**config.mk**
```make
export PLATFORM = sky130hd
export DESIGN_NAME = irq_combiner
export DESIGN_NICKNAME = d
export VERILOG_FILES = /design/src/rtl/irq_combiner_pkg.sv /design/src/rtl/comb_addr_decode.sv /design/src/rtl/comb_bank.sv /design/src/rtl/irq_combiner.sv
export SDC_FILE = /design/constraint.sdc
export NUM_CORES = 1
export LEC_CHECK = 0
export BUFFER_PORTS_ARGS = -buffer_cell sky130_fd_sc_hd__buf_4
export CORE_MARGIN = 5
export CORE_UTILIZATION = 48
export DETAILED_ROUTE_END_ITERATION = 8
export PLACE_DENSITY = 0.81
export SLEW_MARGIN = 20
export SYNTH_ARGS = -nofsm -noshare
export SYNTH_HDL_FRONTEND = slang
export SYNTH_SLANG_ARGS = --single-unit
```
**constraint.sdc**
```tcl
create_clock -name clk -period 2.6 [get_ports clk]
set_clock_uncertainty 0.15 [all_clocks]
set_input_delay 0.26 -clock clk [delete_from_list [all_inputs] [get_ports clk]]
set_output_delay 0.26 -clock clk [all_outputs]
set_load 0.02 [all_outputs]
```
**src/rtl/irq_combiner_pkg.sv**
```systemverilog
package irq_combiner_pkg;
    localparam int LINES_PER_COMB = 8;
    localparam int COMB_PER_BANK  = 4;
    localparam int BANK_BITS      = LINES_PER_COMB * COMB_PER_BANK;

    localparam logic [3:0] OFS_EN_SET = 4'h0;
    localparam logic [3:0] OFS_EN_CLR = 4'h4;
    localparam logic [3:0] OFS_MASKED = 4'hC;

    typedef enum logic [1:0] {
        RK_NONE   = 2'd0,
        RK_ENABLE = 2'd1,
        RK_MASKED = 2'd2
    } rd_kind_t;
endpackage

```
**src/rtl/comb_addr_decode.sv**
```systemverilog
module comb_addr_decode
    import irq_combiner_pkg::*;
#(
    parameter int NUM_BANK = 5,
    parameter int ADDR_W   = 8
) (
    input  logic              clk,
    input  logic              rst_n,
    input  logic [ADDR_W-1:0] addr,
    input  logic              wr,
    input  logic              rd,
    output logic [NUM_BANK-1:0] set_sel,
    output logic [NUM_BANK-1:0] clr_sel,
    output logic [NUM_BANK-1:0] rd_sel,
    output rd_kind_t          rd_kind
);
    localparam int BF_W = ADDR_W - 4;

    logic [BF_W-1:0] bank_f;
    logic [3:0]      ofs_f;

    assign bank_f = addr[ADDR_W-1:4];
    assign ofs_f  = addr[3:0];

    always_comb begin
        set_sel = '0;
        clr_sel = '0;
        rd_sel  = '0;
        rd_kind = RK_NONE;
        for (int g = 0; g < NUM_BANK; g++) begin
            if (bank_f == BF_W'(g)) begin
                set_sel[g] = wr && (ofs_f == OFS_EN_SET);
                clr_sel[g] = wr && (ofs_f == OFS_EN_CLR);
                if (rd) begin
                    unique case (ofs_f)
                        OFS_EN_SET, OFS_EN_CLR: begin
                            rd_sel[g] = 1'b1;
                            rd_kind   = RK_ENABLE;
                        end
                        OFS_MASKED: begin
                            rd_sel[g] = 1'b1;
                            rd_kind   = RK_MASKED;
                        end
                        default: ;
                    endcase
                end
            end
        end
    end

    // at most one bank is picked for any access
    assert_one_bank_R8: assert property (@(posedge clk) disable iff (!rst_n)
        $onehot0(set_sel | clr_sel | rd_sel));

    // set and clear are never decoded together
    assert_set_clr_excl_R8: assert property (@(posedge clk) disable iff (!rst_n)
        !((|set_sel) && (|clr_sel)));
endmodule

```
**src/rtl/comb_bank.sv**
```systemverilog
module comb_bank
    import irq_combiner_pkg::*;
#(
    parameter int LANES = 4
) (
    input  logic                 clk,
    input  logic                 rst_n,
    input  logic [BANK_BITS-1:0] lines,
    input  logic                 set_we,
    input  logic                 clr_we,
    input  logic [BANK_BITS-1:0] wdata,
    output logic [BANK_BITS-1:0] en_q,
    output logic [BANK_BITS-1:0] masked,
    output logic [LANES-1:0]     lane_out
);
    localparam int VALID_BITS = LANES * LINES_PER_COMB;
    localparam logic [BANK_BITS-1:0] VMASK =
        (VALID_BITS >= BANK_BITS) ? {BANK_BITS{1'b1}}
                                  : BANK_BITS'((64'd1 << VALID_BITS) - 64'd1);

    logic [BANK_BITS-1:0] en_d;

    always_comb begin
        en_d = en_q;
        if (set_we)
            en_d = en_q | wdata;
        else if (clr_we)
            en_d = en_q & ~wdata;
        en_d = en_d & VMASK;
    end

    always_ff @(posedge clk) begin
        if (!rst_n)
            en_q <= '0;
        else
            en_q <= en_d;
    end

    assign masked = lines & en_q;

    for (genvar l = 0; l < LANES; l++) begin : g_lane
        always_ff @(posedge clk) begin
            if (!rst_n)
                lane_out[l] <= 1'b0;
            else
                lane_out[l] <= |masked[l*LINES_PER_COMB +: LINES_PER_COMB];
        end

        // output follows the masked lines one edge later
        assert_lane_level_R6: assert property (@(posedge clk) disable iff (!rst_n)
            lane_out[l] == $past(|(lines[l*LINES_PER_COMB +: LINES_PER_COMB]
                                   & en_q[l*LINES_PER_COMB +: LINES_PER_COMB])));
    end

    // set writes only add the written ones
    assert_set_adds_R2: assert property (@(posedge clk) disable iff (!rst_n)
        set_we |=> en_q == (($past(en_q) | $past(wdata)) & VMASK));

    // clear writes only remove the written ones
    assert_clr_removes_R3: assert property (@(posedge clk) disable iff (!rst_n)
        clr_we |=> en_q == ($past(en_q) & ~$past(wdata)));

    // without a write to this bank its enables hold
    assert_hold_R7: assert property (@(posedge clk) disable iff (!rst_n)
        !(set_we || clr_we) |=> $stable(en_q));
endmodule

```
**src/rtl/irq_combiner.sv**
```systemverilog
module irq_combiner
    import irq_combiner_pkg::*;
#(
    parameter int NUM_COMB = 20,
    parameter int ADDR_W   = 8
) (
    input  logic                           clk,
    input  logic                           rst_n,
    input  logic [NUM_COMB*LINES_PER_COMB-1:0] irq_in,
    input  logic [ADDR_W-1:0]              reg_addr,
    input  logic                           reg_wr,
    input  logic [31:0]                    reg_wdata,
    input  logic                           reg_rd,
    output logic [31:0]                    reg_rdata,
    output logic [NUM_COMB-1:0]            comb_out
);
    localparam int NUM_BANK = (NUM_COMB + COMB_PER_BANK - 1) / COMB_PER_BANK;
    localparam int NUM_IN   = NUM_COMB * LINES_PER_COMB;
    localparam int PAD_W    = NUM_BANK * BANK_BITS;

    logic [PAD_W-1:0]    irq_pad;
    logic [NUM_BANK-1:0] set_sel, clr_sel, rd_sel;
    rd_kind_t            rd_kind;
    logic [BANK_BITS-1:0] en_all [NUM_BANK];
    logic [BANK_BITS-1:0] mk_all [NUM_BANK];
    logic [31:0]          rd_mux;

    assign irq_pad = PAD_W'(irq_in);

    comb_addr_decode #(.NUM_BANK(NUM_BANK), .ADDR_W(ADDR_W)) u_dec (
        .clk     (clk),
        .rst_n   (rst_n),
        .addr    (reg_addr),
        .wr      (reg_wr),
        .rd      (reg_rd),
        .set_sel (set_sel),
        .clr_sel (clr_sel),
        .rd_sel  (rd_sel),
        .rd_kind (rd_kind)
    );

    for (genvar g = 0; g < NUM_BANK; g++) begin : g_bank
        localparam int LN = (NUM_COMB - g*COMB_PER_BANK >= COMB_PER_BANK)
                            ? COMB_PER_BANK : (NUM_COMB - g*COMB_PER_BANK);
        logic [LN-1:0] lo;

        comb_bank #(.LANES(LN)) u_bank (
            .clk      (clk),
            .rst_n    (rst_n),
            .lines    (irq_pad[g*BANK_BITS +: BANK_BITS]),
            .set_we   (set_sel[g]),
            .clr_we   (clr_sel[g]),
            .wdata    (reg_wdata),
            .en_q     (en_all[g]),
            .masked   (mk_all[g]),
            .lane_out (lo)
        );

        assign comb_out[g*COMB_PER_BANK +: LN] = lo;
    end

    always_comb begin
        rd_mux = '0;
        for (int g = 0; g < NUM_BANK; g++) begin
            if (rd_sel[g]) begin
                unique case (rd_kind)
                    RK_ENABLE: rd_mux = rd_mux | en_all[g];
                    RK_MASKED: rd_mux = rd_mux | mk_all[g];
                    default:   ;
                endcase
            end
        end
    end

    always_ff @(posedge clk) begin
        if (!rst_n)
            reg_rdata <= '0;
        else if (reg_rd)
            reg_rdata <= rd_mux;
    end

    // unmapped reads come back as zero
    assert_unmapped_zero_R8: assert property (@(posedge clk) disable iff (!rst_n)
        (reg_rd && rd_kind == RK_NONE) |=> reg_rdata == 32'h0);

    // read data holds between reads
    assert_rdata_hold_R4: assert property (@(posedge clk) disable iff (!rst_n)
        !reg_rd |=> $stable(reg_rdata));

    // nothing enabled right after reset, so every output is low
    assert_reset_quiet_R1: assert property (@(posedge clk)
        $past(!rst_n) |-> comb_out == '0);
endmodule

```
==> run summary, run 1 <==
Final net count: 1,633. Summed over all nets, the half-perimeter wirelength after detailed placement is 25,220 um. In this run the horizontal extent of the chip is 155.5 um. Subtracting the final worst setup slack from the clock period gives 2.412 ns. For the worst-skew pair, the clock arrives at the later sink with an insertion delay of 0.51 ns. For the arrival time of the worst setup path, the log shows 2.64 ns.

Counting instances, the worst hold path has a depth of 3. The run gives 180 as the largest net degree at the start of global routing. In this run the mean area of a mapped cell was 8.686 um^2. The register-to-register setup slack came out at 0.51 ns. For hold timing, the worst endpoint is g_bank[4].u_bank.lane_out[1].

The number of buffers added by the clock tree synthesis step is 23, and the quantity of I/O buffers inserted on ports is 255. The global placement routability congestion is 0.9284. Maximum clock frequency: 0.4146 GHz.

The run finished with clean final reports. The worst supply voltage drop on vdd is 0.3970 mV, and the post-detailed-routing wire length is 38,160 um. Yosys mapped the design onto 37 distinct sky130hd cell types.

The vias per cell is 6.689, and the placement row count is 53. The total stage count of the critical path is 14. The slowest stage of the critical path is the sky130_fd_sc_hd__dlygate4sd3_1 cell. The DRC marker count from the first detailed-route iteration is 1,378. The share of the clock period used by the worst path after layout was 0.9277. The tools report the number of iterations in the first detailed-routing pass as 6.

In this run the static leakage power is 0.004722 uW. Initial core utilization: 0.4850. Yosys mapped a number of flops with a built-in enable equal to 0. During synthesis, Yosys emitted a total of 0 warnings. The tools report the final-report setup violation count as 0. The growth of design area from synthesis to finish works out to 38.17%. The element type at the critical path start was an input pin. Worst slew margin relative to its limit: 0.3849. The async set-or-reset flop fraction in the synthesized netlist works out to 0. The synthesized design contains 212 register bits.

The run gives 1,719 as the non-filler instance count after layout. Number of cells on the worst reg-to-reg path: 4. The core region is 20,960 um^2. The global router's overall resource usage is 0.2936, and the portion of the post-synthesis area used by sequential elements is 0.4176. The tool flagged a number of max-cap violations equal to 0. The wire length of the first global-routing pass is 58,250 um, and the number of antenna violations at the first check in global routing is 1.

Counting both buffers and inverters, the worst setup path holds a total of 4. In this design, the largest share of critical-path delay is due to buffers and inverters. The max-slew violation count is 0. CTS saw 212 sinks. The via count of the first global-routing pass came out at 10,680.

Summing every instance area after synthesis gives 10,160 um^2. Average detailed-routed wire length per instance: 22.20 um. For the H-tree depth, the log shows 1.

The worst setup path is captured at a register. The number of nets still failing antenna checks after routing came out at 0. The cell count after placement was 1,587. Traced cell by cell, the critical path runs through buf_4, nor2b_1, nor3_1, a21oi_1, o21ai_0, and4_1, ha_2, inv_4, buf_12, o211ai_1, nand2_1, dlygate4sd3_1, o21ai_1, o311ai_1. For the pin with the worst max-slew slack, the measured transition is 0.9227 ns.

The commonest register cell after synthesis was sky130_fd_sc_hd__dfxtp_1. The total congestion overflow is 0. The maximum fanout encountered on the critical timing path came out at 51. The run gives 0 as the total count of hold-check failures in the final report. The total power per unit cell area is 544.0 nW/um^2. The number of post-CTS setup repair buffers came out at 0. The peak per-stage delay on the critical path was 0.56 ns.

The tree is rooted in a sky130_fd_sc_hd__clkbuf_16. The longest clock path from root to sink contains 3 buffers. By startpoint and endpoint, the worst setup path is classified as in -> reg. The clock-pin slew of the registers on the worst-case setup and hold paths works out to 0.06 ns. TritonCTS built the clock tree.

The worst endpoint required time came out at 2.83 ns. Layout cell share with drive strength beyond 1: 0.2405. Destination of the worst register-to-register timing path: g_bank[1].u_bank.lane_out[0]. The synthesized net count was 1,376; the overall die height was 155.5 um. The via total after detailed routing came out at 11,500. In this run the most critical hold path is launched from irq_in[139].

During I/O placement, the number of pins put on the boundary was 256. Setup repair after global routing left no endpoint under its margin. Type of the worst min-delay path: in -> reg. The tools report the floorplan die area as 24,180 um^2. Across all hold checks on the routed design, the worst slack comes to 0.008459 ns.

The count of mapped cells out of synthesis is 1,170, and the post-detailed-route DRC marker count is 0.
-- where the power goes --
part           leakage (uW)  switching, uW  internal, uW
Clock              0.000412           1360          2330
Sequential          0.00171           5.19          3250
Combinational       0.00260            373           318
-- layout make-up --
class                   instances  area, um^2
flip-flops and latches        212        4244
fillers                      1674        6914
diodes                          1       2.502
repair buffers                386        3251
clock inverters                12       217.7
clock buffers                  29       638.1
inverters                       3       16.27
multi-input cells             801        5328
well taps                     275       344.1
-- worst max-delay path by stage --
| stage | startpoint | endpoint | slack (ns) |
|---|---|---|---|
| after global routing | reg_addr[3] | reg_rdata[22] | 0.007 |
| after CTS | reg_addr[3] | reg_rdata[8] | 0.09 |
| final | reg_addr[3] | reg_rdata[22] | 0.19 |
| after detailed placement | reg_addr[3] | reg_rdata[9] | -0.14 |
| after floorplan | reg_addr[2] | reg_rdata[15] | 0.01 |
| after global placement | reg_addr[3] | reg_rdata[9] | -0.14 |
-- placed cells by master, fill, tap and decap left out, drive strengths merged, types with 3 or more instances in the layout --
| master | n |
|---|---|
| a21oi | 192 |
| a22oi | 80 |
| a311oi | 160 |
| a41oi | 20 |
| buf | 296 |
| bufinv | 6 |
| clkbuf | 30 |
| clkinv | 3 |
| clkinvlp | 3 |
| dfxtp | 212 |
| dlygate4sd3 | 89 |
| inv | 3 |
| nand2 | 65 |
| nand3 | 3 |
| nand3b | 31 |
| nor2 | 5 |
| nor2b | 5 |
| nor3 | 3 |
| o211ai | 64 |
| o21ai | 98 |
| o22ai | 31 |
| o311ai | 30 |
-- Yosys cell counts, types with 2 or more instances --
master	instances	area [um^2]
sky130_fd_sc_hd__dfxtp_1	212	4244
sky130_fd_sc_hd__a21oi_1	192	960.9
sky130_fd_sc_hd__a311oi_1	160	1401
sky130_fd_sc_hd__clkbuf_1	121	454.2
sky130_fd_sc_hd__o21ai_0	97	485.5
sky130_fd_sc_hd__a22oi_1	80	600.6
sky130_fd_sc_hd__nand2_1	65	244.0
sky130_fd_sc_hd__o211ai_1	64	480.5
sky130_fd_sc_hd__nand3b_1	31	232.7
sky130_fd_sc_hd__o22ai_1	31	193.9
sky130_fd_sc_hd__a41oi_1	20	175.2
sky130_fd_sc_hd__buf_2	18	90.09
sky130_fd_sc_hd__o311ai_0	16	140.1
sky130_fd_sc_hd__o311ai_1	14	122.6
sky130_fd_sc_hd__buf_1	9	33.78
sky130_fd_sc_hd__nor2b_1	5	31.28
sky130_fd_sc_hd__buf_4	3	22.52
sky130_fd_sc_hd__buf_6	3	33.78
sky130_fd_sc_hd__nand3_1	3	15.01
sky130_fd_sc_hd__nor2_1	3	11.26
sky130_fd_sc_hd__nor3_1	3	15.01
sky130_fd_sc_hd__a21o_1	2	15.01
sky130_fd_sc_hd__ha_1	2	25.02
sky130_fd_sc_hd__inv_1	2	7.510
sky130_fd_sc_hd__nor4_1	2	12.51
-- metrics by stage --
step	utilization	worst slack [ns]	TNS (ns)	power, uW	area (um^2)
final	0.6701	0.1881	0	7638	14040
after global routing	0.6701	0.007021	0	7869	14040
after CTS	0.6686	0.08786	0	7658	14010
after detailed placement	0.5852	-0.1375	-0.4112	3929	12260
after global placement	0.5852	-0.1357	-0.5046	3929	12260
after floorplan	-	0.01425	0	3547	10170
-- logic make-up (layout without fill, tap and decap cells) --
| group | Yosys count | count (layout) | share of synthesized area |
|---|---|---|---|
| adder cells (fa/ha/maj) | 2 | 2 | 0.002462 |
| buffers and inverters | 157 | 430 | 0.06353 |
| other | 0 | 1 | 0 |
| AND/OR/NAND/NOR | 121 | 121 | 0.06476 |
| flip-flops | 212 | 212 | 0.4176 |
| AO/OA/AOI/OAI | 678 | 678 | 0.4516 |
-- worst reg2reg max path: stages, from the launching register on --
cell	delay, ns
sky130_fd_sc_hd__dfxtp_1	0.34
sky130_fd_sc_hd__a22oi_1	0.20
sky130_fd_sc_hd__dlygate4sd3_1	0.59
sky130_fd_sc_hd__a41oi_1	0.09
sky130_fd_sc_hd__dlygate4sd3_1	0.61
-- what timing repair did --
action                                  4_1_cts  5_1_grt
gates resized for setup                       0        4
hold buffers                                 89        0
hold endpoints to repair                    185        0
endpoints found under the setup margin        0        2
-- metal layers --
metal	up-vias	GRT usage	share of wire	wire (um)
li1	5257	-	-	-
met5	-	0	0	0
met2	822	0.4592	0.46	17470
met4	0	0.1346	0.040	1532
met1	5292	0.3958	0.39	14880
met3	128	0.05369	0.11	4277
Note: power is estimated with default switching activity, not from simulation.
==> inputs of run 2 (changes only) <==
==> constraint.sdc (replaced) <==
create_clock -name clk -period 2.6 [get_ports clk]
set_clock_uncertainty 0.15 [all_clocks]
set_input_delay 0.39 -clock clk [delete_from_list [all_inputs] [get_ports clk]]
set_output_delay 0.39 -clock clk [all_outputs]
set_load 0.02 [all_outputs]
==> run 2 against run 1 <==
Register-to-register slack better by 0.75 ns. Global-route usage is 0.28 points lower. Non-clock buffer count is 80 lower. Combinational power is 9.1% lower. Clock-buffer cell count is 3 higher. Hold slack better by 0.0074 ns. Sequential power hardly changed. Wire length is 1.9% lower. Clock power is 5% lower. Maximum frequency is 1.6% lower. Total power is 3.2% lower. Critical endpoint is now reg_rdata[11]. Largest power group unchanged.
==> run summary, run 2 (same netlist as run 1, synthesis figures left out) <==
The flow ran to the end, and the final reports show no timing, DRC or antenna violations. The critical path in this run is classified as in -> reg. The worst supply voltage drop on vdd is 0.3940 mV.

The worst hold path belongs to the class in -> reg. The layout cell share with drive strength beyond 1 came out at 0.2584. Broken down by cell family, the worst path's largest delay share belongs to compound AO/OA/AOI/OAI gates.

Detailed placement ended at an HPWL of 25,600 um. The run gives 0 as the total congestion overflow. The core region is 20,960 um^2. Along the worst hold path, the cell count comes to 2. Once the clock tree was built, the resizer swapped 0 gates to a different size. Final worst-path setup slack: 0.1489 ns. The total count of hold-check failures in the final report was 0. The run gives 181 as the largest net degree at the start of global routing.

The arrival time of the worst setup path was 2.67 ns. The startpoint of the tightest hold check path is reg_wdata[20]. The critical-path cell with the highest stage delay is sky130_fd_sc_hd__o21ai_0.

The sum of buffers and inverters on the critical path was 3; the minimum hold slack was 0.01586 ns. The total negative slack for setup checks was 0 ns; the total power per unit cell area was 560.8 nW/um^2. For this run, the post-layout net count is 1,554. The kind of end point of the critical path is a register. Routability-driven placement finished with a final weighted congestion of 0.9502.

Walking the worst path, the cells encountered are buf_4, nor2b_1, nor3_1, a21oi_1, o21ai_1, and4_1, ha_1, clkinv_2, buf_4, o21ai_0, o22ai_1, o21ai_0, o311ai_0. In the layout the commonest cells are sky130_fd_sc_hd__buf_4, sky130_fd_sc_hd__dfxtp_1, sky130_fd_sc_hd__a21oi_1. The post-detailed-route DRC marker count was 0; the post-detailed-routing wire length was 37,430 um. The number of cells on the worst reg-to-reg path works out to 4. The number of antenna diodes in the final layout is 0. Setup violations remaining at the end of the flow were counted as 0. The logs give 0.2908 for the global router's overall resource usage and 0.004381 uW for the static leakage power. OpenSTA, run right after detailed placement, puts the worst setup slack at -0.3058 ns. The floorplan die area is 24,180 um^2. The number of max-cap violations is 0, and the number of post-CTS setup repair buffers is 0. TritonCTS built the clock tree. Using the TritonRoute via totals, the vias-per-cell ratio works out to 6.754. On the worst path, the slowest cell contributes a delay of 0.37 ns. The routed design could run at a clock period as short as 2.451 ns. Measured along the x axis, the die boundary spans 155.5 um.

With fillers left out, the area of the finished cells amounts to 13,190 um^2. At the pin with the least slew margin, the transition time is 0.9241 ns. In this run the worst path has a maximum fanout of 48. The share of the clock period used by the worst path after layout works out to 0.9427. Clock-pin slew was measured on the worst setup and hold paths at 0.06 ns. The number of antenna violations at the first check in global routing was 0. After detailed placement, the total cell area comes to 12,340 um^2. The number of nets still failing antenna checks after routing was 0; the via count of the first global-routing pass was 10,610. For flop-to-flop paths, the worst setup slack is 1.26 ns.

Maximum clock frequency: 0.4080 GHz. The endpoint identified for the worst register-to-register timing path is reg_rdata[31]. The quantity of I/O buffers inserted on ports is 255. The commonest non-fill, non-tap cell in the layout was sky130_fd_sc_hd__buf_4. Setup repair after global routing left no endpoint under its margin. STA classifies the critical path startpoint as an input pin. Counting along the longest clock path gives a buffer depth of 3. For the worst endpoint required time, the log shows 2.82 ns. 256 I/O pins were placed. The H-tree depth was 1. The number of iterations in the first detailed-routing pass was 6; the growth of design area from synthesis to finish was 29.80%. The worst-skew pair later-pin latency came out at 0.51 ns.

The tools report the placement row count as 53. Counting the buffers created by CTS gives 24. The worst slew margin relative to its limit was 0.3839.

The first global-routing pass estimated 57,740 um of wire. For the DRC marker count from the first detailed-route iteration, the log shows 1,318. Max-slew violation count: 0. For the via total after detailed routing, the log shows 11,080. The average detailed-routed wire length per instance is 22.81 um, and the initial core utilization is 0.4850. The tools report the master cell of the clock root buffer as sky130_fd_sc_hd__clkbuf_16. For the TritonCTS sink count, the log shows 212. The die is 155.5 um tall.
-- run 2: cell types whose count changed in the layout (fill, tap and decap cells not counted), sizes merged --
cell,previous run,this run
buf,296,303
bufinv,6,3
clkbuf,30,32
clkinv,3,9
clkinvlp,3,1
diode,1,0
dlygate4sd3,89,3
inv,3,2
-- run 2: per-stage QoR --
step,utilization,power (uW),cells
floorplan,-,3548,1170
global placement,0.5889,3937,1594
detailed placement,0.5889,3939,1594
CTS,0.6294,7404,1641
global route,0.6294,7595,1641
finish,0.6294,7397,1641
-- run 2: metal layers --
metal  global-route usage  part of all wire  vias to the layer above
met5                    0                 0                        -
met4               0.1105             0.032                        0
met3              0.05257              0.10                       94
met2               0.4777              0.48                      707
met1               0.3827              0.39                     5186
li1                     -                 -                     5096
-- run 2: what timing repair did --
item / in CTS / in global routing
hold buffers: 3 / 0
hold endpoints to repair: 6 / 0
setup endpoints to repair: 0 / 0
-- run 2: area by class of cell --
class,count,area [um^2]
sequential,212,4244
clock inverter,12,137.6
tap,275,344.1
inverter,3,15.01
multi-input combinational,801,5325
clock buffer,32,681.9
fill,1837,7765
timing repair buffer,306,2442
-- run 2: worst max-delay path by stage --
stage	startpoint	end	slack, ns	cells after the start
6_report	reg_addr[3]	reg_rdata[11]	0.15	13
3_5_place_dp	reg_addr[3]	reg_rdata[11]	-0.31	13
3_3_place_gp	reg_addr[3]	reg_rdata[11]	-0.25	13
5_1_grt	reg_addr[3]	reg_rdata[12]	0.04	13
2_1_floorplan	reg_addr[2]	reg_rdata[15]	0.001	16
4_1_cts	reg_addr[3]	reg_rdata[12]	0.18	13
-- run 2: power by group --
part	internal [uW]	total, uW	switching, uW	leakage [uW]
clock network	2140	3510	1370	0.000408
registers	3260	3260	5.21	0.00171
logic	264	628	364	0.00227
total	5660	7400	1740	0.00438
